`src/rtl/clip_pkg.sv`:
```
package clip_pkg;
  localparam int unsigned DIM_W  = 16;
  localparam int unsigned REG_W  = 32;
  localparam int unsigned N_GEOM = 4;

  localparam int A_ID     = 'h000;
  localparam int A_MODE   = 'h010;
  localparam int A_WIDTH  = 'h120;
  localparam int A_HEIGHT = 'h124;
  localparam int A_STATUS = 'h140;
  localparam int A_COMMIT = 'h144;
  localparam int A_GEOM0  = 'h148;

  localparam logic [REG_W-1:0] ID_VALUE = 32'h6AF7_022D;

  // horiz/vert: right/bottom margin in offset mode, width/height in dimension mode
  typedef struct packed {
    logic [DIM_W-1:0] left;
    logic [DIM_W-1:0] top;
    logic [DIM_W-1:0] horiz;
    logic [DIM_W-1:0] vert;
  } geom_t;

  // hi bounds are exclusive
  typedef struct packed {
    logic [DIM_W-1:0] x_lo;
    logic [DIM_W-1:0] x_hi;
    logic [DIM_W-1:0] y_lo;
    logic [DIM_W-1:0] y_hi;
    logic             empty;
  } win_t;
endpackage

```
`src/rtl/clip_regs.sv`:
```
module clip_regs
  import clip_pkg::*;
#(
  parameter int unsigned ADDR_W   = 12,
  parameter bit          DIM_MODE = 1'b0
) (
  input  logic              clk_i,
  input  logic              rst_ni,
  input  logic [ADDR_W-1:0] addr_i,
  input  logic [DIM_W-1:0]  wdata_i,
  input  logic              we_i,
  output logic [REG_W-1:0]  rdata_o,
  input  logic              start_sel_i,
  input  logic              start_fire_i,
  input  logic              busy_i,
  output geom_t             geom_o,
  output logic [DIM_W-1:0]  frame_w_o,
  output logic [DIM_W-1:0]  frame_h_o,
  output logic              pending_o
);
  logic [N_GEOM-1:0] geom_hit;
  logic [DIM_W-1:0]  shadow_q [N_GEOM];
  logic [DIM_W-1:0]  active_q [N_GEOM];
  logic [DIM_W-1:0]  frame_w_q, frame_h_q;
  logic              armed_q, pending_q;
  logic              commit_hit, w_hit, h_hit, take;

  for (genvar k = 0; k < N_GEOM; k++) begin : g_hit
    assign geom_hit[k] = we_i && (addr_i == ADDR_W'(A_GEOM0 + 4 * k));
  end

  assign commit_hit = we_i && (addr_i == ADDR_W'(A_COMMIT));
  assign w_hit      = we_i && (addr_i == ADDR_W'(A_WIDTH));
  assign h_hit      = we_i && (addr_i == ADDR_W'(A_HEIGHT));
  assign take       = start_sel_i && armed_q;

  always_ff @(posedge clk_i or negedge rst_ni) begin
    if (!rst_ni) begin
      for (int k = 0; k < N_GEOM; k++) begin
        shadow_q[k] <= '0;
        active_q[k] <= '0;
      end
      frame_w_q <= '0;
      frame_h_q <= '0;
      armed_q   <= 1'b0;
      pending_q <= 1'b0;
    end else begin
      for (int k = 0; k < N_GEOM; k++) begin
        if (geom_hit[k]) shadow_q[k] <= wdata_i;
      end
      if (w_hit) frame_w_q <= wdata_i;
      if (h_hit) frame_h_q <= wdata_i;
      if (start_fire_i && armed_q) begin
        for (int k = 0; k < N_GEOM; k++) active_q[k] <= shadow_q[k];
        armed_q   <= 1'b0;
        pending_q <= 1'b0;
      end
      // later writes win over a same-cycle transfer
      if (commit_hit) armed_q <= 1'b1;
      if (|geom_hit) pending_q <= 1'b1;
    end
  end

  // the start beat already sees the committed set
  always_comb begin
    if (take) begin
      geom_o = '{left: shadow_q[0], top: shadow_q[1], horiz: shadow_q[2], vert: shadow_q[3]};
    end else begin
      geom_o = '{left: active_q[0], top: active_q[1], horiz: active_q[2], vert: active_q[3]};
    end
  end

  assign frame_w_o = frame_w_q;
  assign frame_h_o = frame_h_q;
  assign pending_o = pending_q;

  always_comb begin
    rdata_o = '0;
    case (addr_i)
      ADDR_W'(A_ID):        rdata_o = ID_VALUE;
      ADDR_W'(A_MODE):      rdata_o = {{(REG_W-1){1'b0}}, DIM_MODE};
      ADDR_W'(A_WIDTH):     rdata_o = {{(REG_W-DIM_W){1'b0}}, frame_w_q};
      ADDR_W'(A_HEIGHT):    rdata_o = {{(REG_W-DIM_W){1'b0}}, frame_h_q};
      ADDR_W'(A_STATUS):    rdata_o = {{(REG_W-2){1'b0}}, pending_q, busy_i};
      ADDR_W'(A_GEOM0):     rdata_o = {{(REG_W-DIM_W){1'b0}}, shadow_q[0]};
      ADDR_W'(A_GEOM0 + 4): rdata_o = {{(REG_W-DIM_W){1'b0}}, shadow_q[1]};
      ADDR_W'(A_GEOM0 + 8): rdata_o = {{(REG_W-DIM_W){1'b0}}, shadow_q[2]};
      ADDR_W'(A_GEOM0 + 12):rdata_o = {{(REG_W-DIM_W){1'b0}}, shadow_q[3]};
      default:              rdata_o = '0;
    endcase
  end
endmodule

```
`src/rtl/clip_window.sv`:
```
module clip_window
  import clip_pkg::*;
#(
  parameter bit DIM_MODE = 1'b0
) (
  input  geom_t            geom_i,
  input  logic [DIM_W-1:0] frame_w_i,
  input  logic [DIM_W-1:0] frame_h_i,
  output win_t             win_o
);
  logic [DIM_W-1:0] x_hi, y_hi;

  function automatic logic [DIM_W-1:0] hi_from_margin(logic [DIM_W-1:0] size,
                                                     logic [DIM_W-1:0] margin);
    return (margin >= size) ? '0 : size - margin;
  endfunction

  function automatic logic [DIM_W-1:0] hi_from_extent(logic [DIM_W-1:0] size,
                                                     logic [DIM_W-1:0] lo,
                                                     logic [DIM_W-1:0] ext);
    logic [DIM_W:0] sum;
    sum = {1'b0, lo} + {1'b0, ext};
    return (sum > {1'b0, size}) ? size : sum[DIM_W-1:0];
  endfunction

  if (DIM_MODE) begin : g_dims
    assign x_hi = hi_from_extent(frame_w_i, geom_i.left, geom_i.horiz);
    assign y_hi = hi_from_extent(frame_h_i, geom_i.top, geom_i.vert);
  end else begin : g_offs
    assign x_hi = hi_from_margin(frame_w_i, geom_i.horiz);
    assign y_hi = hi_from_margin(frame_h_i, geom_i.vert);
  end

  assign win_o.x_lo  = geom_i.left;
  assign win_o.y_lo  = geom_i.top;
  assign win_o.x_hi  = x_hi;
  assign win_o.y_hi  = y_hi;
  assign win_o.empty = (geom_i.left >= x_hi) || (geom_i.top >= y_hi);
endmodule

```
`src/rtl/clip_stream.sv`:
```
module clip_stream
  import clip_pkg::*;
#(
  parameter int unsigned DATA_W = 24
) (
  input  logic              clk_i,
  input  logic              rst_ni,
  input  win_t              win_i,
  input  logic              in_valid_i,
  output logic              in_ready_o,
  input  logic [DATA_W-1:0] in_data_i,
  input  logic              in_sof_i,
  input  logic              in_eol_i,
  input  logic              in_eof_i,
  output logic              out_valid_o,
  input  logic              out_ready_i,
  output logic [DATA_W-1:0] out_data_o,
  output logic              out_sof_o,
  output logic              out_eol_o,
  output logic              out_eof_o,
  output logic              busy_o,
  output logic              start_sel_o,
  output logic              start_fire_o
);
  logic [DIM_W-1:0] x_q, y_q, x_cur, y_cur;
  logic             busy_q, keep, fire, last_col;

  assign x_cur = in_sof_i ? '0 : x_q;
  assign y_cur = in_sof_i ? '0 : y_q;

  assign keep = !win_i.empty
             && (x_cur >= win_i.x_lo) && (x_cur < win_i.x_hi)
             && (y_cur >= win_i.y_lo) && (y_cur < win_i.y_hi);

  assign last_col = (x_cur == win_i.x_hi - 1'b1);

  assign in_ready_o  = keep ? out_ready_i : 1'b1;
  assign fire        = in_valid_i && in_ready_o;
  assign out_valid_o = in_valid_i && keep;
  assign out_data_o  = in_data_i;
  assign out_sof_o   = keep && (x_cur == win_i.x_lo) && (y_cur == win_i.y_lo);
  assign out_eol_o   = keep && last_col;
  assign out_eof_o   = keep && last_col && (y_cur == win_i.y_hi - 1'b1);

  assign start_sel_o  = in_valid_i && !busy_q;
  assign start_fire_o = start_sel_o && in_ready_o;
  assign busy_o       = busy_q;

  always_ff @(posedge clk_i or negedge rst_ni) begin
    if (!rst_ni) begin
      x_q    <= '0;
      y_q    <= '0;
      busy_q <= 1'b0;
    end else if (fire) begin
      if (in_eof_i) begin
        x_q    <= '0;
        y_q    <= '0;
        busy_q <= 1'b0;
      end else if (in_eol_i) begin
        x_q    <= '0;
        y_q    <= y_cur + 1'b1;
        busy_q <= 1'b1;
      end else begin
        x_q    <= x_cur + 1'b1;
        y_q    <= y_cur;
        busy_q <= 1'b1;
      end
    end
  end
endmodule

```
`src/rtl/video_clipper.sv`:
```
module video_clipper
  import clip_pkg::*;
#(
  parameter int unsigned DATA_W   = 24,
  parameter int unsigned ADDR_W   = 12,
  parameter bit          DIM_MODE = 1'b0
) (
  input  logic              clk_i,
  input  logic              rst_ni,
  input  logic [ADDR_W-1:0] reg_addr_i,
  input  logic [31:0]       reg_wdata_i,
  input  logic              reg_we_i,
  output logic [31:0]       reg_rdata_o,
  input  logic              in_valid_i,
  output logic              in_ready_o,
  input  logic [DATA_W-1:0] in_data_i,
  input  logic              in_sof_i,
  input  logic              in_eol_i,
  input  logic              in_eof_i,
  output logic              out_valid_o,
  input  logic              out_ready_i,
  output logic [DATA_W-1:0] out_data_o,
  output logic              out_sof_o,
  output logic              out_eol_o,
  output logic              out_eof_o
);
  geom_t            geom;
  win_t             win;
  logic [DIM_W-1:0] frame_w, frame_h;
  logic             busy, pending, start_sel, start_fire;
  logic             unused_wdata;

  assign unused_wdata = ^reg_wdata_i[31:DIM_W];

  clip_regs #(.ADDR_W(ADDR_W), .DIM_MODE(DIM_MODE)) u_regs (
    .clk_i       (clk_i),
    .rst_ni      (rst_ni),
    .addr_i      (reg_addr_i),
    .wdata_i     (reg_wdata_i[DIM_W-1:0]),
    .we_i        (reg_we_i),
    .rdata_o     (reg_rdata_o),
    .start_sel_i (start_sel),
    .start_fire_i(start_fire),
    .busy_i      (busy),
    .geom_o      (geom),
    .frame_w_o   (frame_w),
    .frame_h_o   (frame_h),
    .pending_o   (pending)
  );

  clip_window #(.DIM_MODE(DIM_MODE)) u_window (
    .geom_i   (geom),
    .frame_w_i(frame_w),
    .frame_h_i(frame_h),
    .win_o    (win)
  );

  clip_stream #(.DATA_W(DATA_W)) u_stream (
    .clk_i       (clk_i),
    .rst_ni      (rst_ni),
    .win_i       (win),
    .in_valid_i  (in_valid_i),
    .in_ready_o  (in_ready_o),
    .in_data_i   (in_data_i),
    .in_sof_i    (in_sof_i),
    .in_eol_i    (in_eol_i),
    .in_eof_i    (in_eof_i),
    .out_valid_o (out_valid_o),
    .out_ready_i (out_ready_i),
    .out_data_o  (out_data_o),
    .out_sof_o   (out_sof_o),
    .out_eol_o   (out_eol_o),
    .out_eof_o   (out_eof_o),
    .busy_o      (busy),
    .start_sel_o (start_sel),
    .start_fire_o(start_fire)
  );
endmodule

```
`config.mk`:
```
export PLATFORM = sky130hd
export DESIGN_NAME = video_clipper
export DESIGN_NICKNAME = d
export VERILOG_FILES = /design/src/rtl/clip_pkg.sv /design/src/rtl/clip_regs.sv /design/src/rtl/clip_window.sv /design/src/rtl/clip_stream.sv /design/src/rtl/video_clipper.sv
export SDC_FILE = /design/constraint.sdc
export NUM_CORES = 1
export LEC_CHECK = 0
export ABC_AREA = 1
export BUFFER_PORTS_ARGS = -buffer_cell sky130_fd_sc_hd__buf_2
export CAP_MARGIN = 20
export CORE_MARGIN = 2
export CORE_UTILIZATION = 30
export DETAILED_ROUTE_END_ITERATION = 16
export GPL_TIMING_DRIVEN = 0
export PLACE_DENSITY = 0.49
export SLEW_MARGIN = 20
export SYNTH_ARGS = -nofsm -noshare
export SYNTH_HDL_FRONTEND = slang
export SYNTH_HIERARCHICAL = 1
export SYNTH_SLANG_ARGS = --single-unit
```
`constraint.sdc`:
```
create_clock -name clk_i -period 6.46 [get_ports clk_i]
set_input_delay 0.323 -clock clk_i [delete_from_list [all_inputs] [get_ports clk_i]]
set_output_delay 0.323 -clock clk_i [all_outputs]
set_load 0.1 [all_outputs]
```
==> metrics.md <==
| Metric | Value |
|---|---|
| Status | completed |
| # rows | 87 |
| CTS tree | yes |
| Crit-path max cell delay | 0.44 ns |
| Slowest stage cell, crit path | sky130_fd_sc_hd__dfrtp_2 |
| Via-per-instance ratio | 4.670 |
| Worst ir drop on vdd | 0.0002006 V |
| Largest driver fanout on the critical path | 10 |
| Capturing point of the worst reg2reg path | u_regs/active_q[17]$_DFFE_PN0P_ |
| Startpoint of the lowest-slack register-to-register path | u_stream/busy_o$_DFFE_PN0P_ |
| Critical Path Source Type | register |
| RSZ-0062 raised after global routing | false |
| Total negative slack | 0 ns |
| Detailed-placement wirelength estimate | 47.05 mm |
| Ports | 137 |
| Core region area | 56,280 sq um |
| Endpoint kind of the worst setup timing path | output port |
| Horizontal die dimension | 242.4 microns |
| Worst Hold Class | input port to register |
| Core utilization of the finished layout | 34.42% |
| Worst skew pair latency | 0.47 ns |
| Routed len/inst | 16.99 microns |
| Post-Syn Area | 17,050 sq um |
| Count of vias placed by the detailed router | 16.15k |
| Final setup vio count | 0 |
| Static leakage | 9.826 nW |
| Vias in the first global route | 15.50k |
| Number of antenna-violating nets in the routed design | 0 |
| Worst min-delay path endpoint | u_stream/y_q[8]$_DFFE_PN0P_ |
| Wire length reported by the detailed router | 58.74 mm |
| Count of input and output buffers | 90 |
| F_max | 164.7 MHz |
| Final period utilization | 93.97% |
| Remaining routing DRC violations | 0 |
| Die area | 58,760 sq um |
| Total power density per cell area | 137.8 nW/um^2 |
| Pin count of the biggest net entering global routing | 90 |
| Cell occurring most often along the worst timing path | sky130_fd_sc_hd__nand2_1 |
| Transition time of the tightest slew-check pin | 0.7078 ns |
| Number of warnings issued by yosys | 6 |
| Met3 Use GR | 2.016% |
| Chip height | 242.4 microns |
| Headroom to the max-slew limit | 52.64% |
| Initial antenna violation count | 0 |
| Clock-pin slew of the registers on the worst-case setup and hold paths | 0.08 ns |
| Fin. Hold Viols | 0 |
| Final layout net count | 2,897 |
| 1st-iter DRT viols | 1,173 |
| Overflow left after global routing | 0 |
| Clock tree root driver cell | sky130_fd_sc_hd__clkbuf_16 |
| Total inserted antenna cells | 0 |
| Share of cells above drive strength 1 | 14.69% |
| DRT Pass-1 Iters | 5 |
| Max-capacitance violation count | 0 |
| Hold Path Depth | 4 |
| Avg Inst Size Synth | 6.632 sq um |
| Initial core utilization | 30.30% |
| Global-route layer with the greatest usage | met2 |
| Setup clock skew after layout | 0.02530 ns |
| Arr. time, crit path | 5.75 ns |
| Crit Path Class | register to output port |
| Wire length of the first global-routing pass | 91.17 mm |
| Number of library cell types mapped by synthesis | 49 |
| Final count of pins violating max slew | 0 |
| Met1 GRT Util | 28.72% |
| Global routing met2 resource utilization | 31.66% |
| Final GP Congestion | 0.9708 |
| Number of buffers on the longest clock path | 2 |
| R2r setup slk | 0.43 ns |
| Clock sinks | 195 |
| Setup crit start | u_stream/busy_o$_DFFE_PN0P_ |
| Launch point of the worst hold path | in_eof_i |
| All-Layer GR Usage | 20.04% |
| Period minus WS final | 6.071 ns |
| Clock buffer count from CTS | 17 |
| Cell count after synthesis | 2,571 |
| Buf/Inv on CP | 8 |
| CP top delay family | simple AND/OR/NAND/NOR gates |
| Clock H-tree levels | 4 |
| Worst R2R Path Depth | 41 |
| Synthesis-to-layout area growth | 13.60% |
| Number of synthesized register bits | 195 |
| Sequential element share of the synthesized area | 28.62% |
| Required time of the worst setup path | 6.14 ns |
-- how the worst max path moves through the flow --
stage	to	slack, ns	cells after the start
final	out_sof_o	0.39	37
after global routing	u_regs/active_q[56]$_DFFE_PN0P_	0.004	39
after CTS	u_regs/active_q[25]$_DFFE_PN0P_	0.02	43
after detailed placement	u_regs/active_q[31]$_DFFE_PN0P_	-1.69	44
after global placement	u_regs/active_q[31]$_DFFE_PN0P_	-1.58	44
after floorplan	out_eof_o	0.53	39
-- placed cells by master, fill, tap and decap left out, types with 7 or more instances in the layout --
cell / instances
sky130_fd_sc_hd__nand2_1: 756
sky130_fd_sc_hd__inv_1: 397
sky130_fd_sc_hd__nor2_1: 195
sky130_fd_sc_hd__nand3_1: 195
sky130_fd_sc_hd__dfrtp_1: 194
sky130_fd_sc_hd__o21ai_0: 138
sky130_fd_sc_hd__ha_1: 124
sky130_fd_sc_hd__buf_2: 111
sky130_fd_sc_hd__o21ai_1: 91
sky130_fd_sc_hd__buf_4: 84
sky130_fd_sc_hd__a21oi_1: 57
sky130_fd_sc_hd__xor2_1: 42
sky130_fd_sc_hd__nand4_1: 27
sky130_fd_sc_hd__nor2_4: 23
sky130_fd_sc_hd__nor2_2: 21
sky130_fd_sc_hd__o21ai_2: 19
sky130_fd_sc_hd__inv_2: 18
sky130_fd_sc_hd__clkbuf_16: 17
sky130_fd_sc_hd__buf_6: 15
sky130_fd_sc_hd__xnor2_1: 15
sky130_fd_sc_hd__nand2_2: 14
sky130_fd_sc_hd__nor3_1: 14
sky130_fd_sc_hd__clkbuf_4: 8
sky130_fd_sc_hd__clkbuf_2: 8
sky130_fd_sc_hd__and2_1: 8
sky130_fd_sc_hd__clkbuf_1: 7
sky130_fd_sc_hd__o21a_1: 7
sky130_fd_sc_hd__nand3b_1: 7
sky130_fd_sc_hd__or2_2: 7
-- registers in the layout, summed over array words and instances (netlist names) --
name              flops
u_regs/active_q      64
u_regs/armed_q        1
u_regs/frame_h_o     16
u_regs/frame_w_o     16
u_regs/pending_o      1
u_regs/shadow_q      64
u_stream/busy_o       1
u_stream/x_q         16
u_stream/y_q         16
-- synthesized netlist by cell type (all sizes together) --
| master | number | area, sq um |
|---|---|---|
| a211oi | 3 | 22.52 |
| a21boi | 1 | 7.510 |
| a21o | 3 | 22.52 |
| a21oi | 58 | 294.0 |
| a31oi | 1 | 6.260 |
| and2 | 8 | 50.05 |
| and3 | 1 | 6.260 |
| buf | 118 | 865.8 |
| clkbuf | 31 | 116.4 |
| conb | 1 | 3.750 |
| dfrtp | 195 | 4880 |
| fa | 2 | 40.04 |
| ha | 130 | 1627 |
| inv | 415 | 1558 |
| nand2 | 775 | 2979 |
| nand3 | 202 | 1049 |
| nand3b | 7 | 52.55 |
| nand4 | 28 | 190.2 |
| nor2 | 241 | 1145 |
| nor3 | 19 | 115.1 |
| nor3b | 3 | 22.52 |
| nor4 | 3 | 18.77 |
| o2111ai | 1 | 8.760 |
| o21a | 7 | 52.55 |
| o21ai | 248 | 1301 |
| o21bai | 2 | 15.01 |
| o221ai | 1 | 8.760 |
| o22ai | 1 | 6.260 |
| or2 | 7 | 43.79 |
| xnor2 | 15 | 131.4 |
| xnor3 | 2 | 45.04 |
| xor2 | 42 | 367.9 |
-- report_power, final --
part,switching [W],internal [W]
logic,0.000229,0.0000702
registers,0.00000625,0.00123
clock network,0.000599,0.000541
-- layout make-up --
cell class                      instances  area, sq um
Clock inverter                         15        205.2
Buffer                                148         1054
Multi-Input combinational cell       1816         9714
Clock buffer                           17        425.4
Timing Repair Buffer                   96        588.1
Inverter                              415         1558
Fill cell                            6206        36910
Sequential cell                       195         4881
Tap cell                              756        945.9
-- per-layer routing --
metal / vias up / part of all wire (%)
met5: - / 0
met4: 0 / 2.7
met3: 61 / 4.0
met2: 401 / 44
met1: 7456 / 49
li1: 8231 / -
-- worst min-delay path, stage by stage --
cell and delay, ns:
sky130_fd_sc_hd__buf_2 0.12, sky130_fd_sc_hd__a211oi_1 0.06, sky130_fd_sc_hd__nand3_1 0.08, sky130_fd_sc_hd__nand2_1 0.06
-- kinds of logic (layout without fill, tap and decap cells) --
group,after synthesis,after routing,synth area share [%]
xor+xnor,59,59,3.192
simple gates,1294,1294,33.26
other cells,1,5,0.02199
fa+ha+maj,132,132,9.774
flops,195,195,28.62
buf+inv,564,691,14.90
compound gates,326,326,10.24
-- stage by stage --
stage	worst slack, ns	area, sq um	cells	total power (W)	hold WS (ns)
floorplan	0.5290	17070	2575	0.001447	0.02741
global placement	-1.582	18470	3421	0.001548	0.4557
detailed placement	-1.690	18530	3423	0.001554	0.2030
CTS	0.02247	19250	3456	0.002698	0.2103
global route	0.003555	19370	3458	0.002774	0.2444
finish	0.3895	19370	3458	0.002669	0.2197
-- timing repair --
| action | 4_1_cts | 5_1_grt |
|---|---|---|
| setup endpoints to repair | 71 | 70 |
| pin swaps | 0 | 3 |
| resized for setup | 39 | 64 |
| hold buffers | 1 | 0 |
| hold endpoints to repair | 28 | 0 |
| buffers inserted | 0 | 3 |
Note: power is estimated with default switching activity, not from simulation.
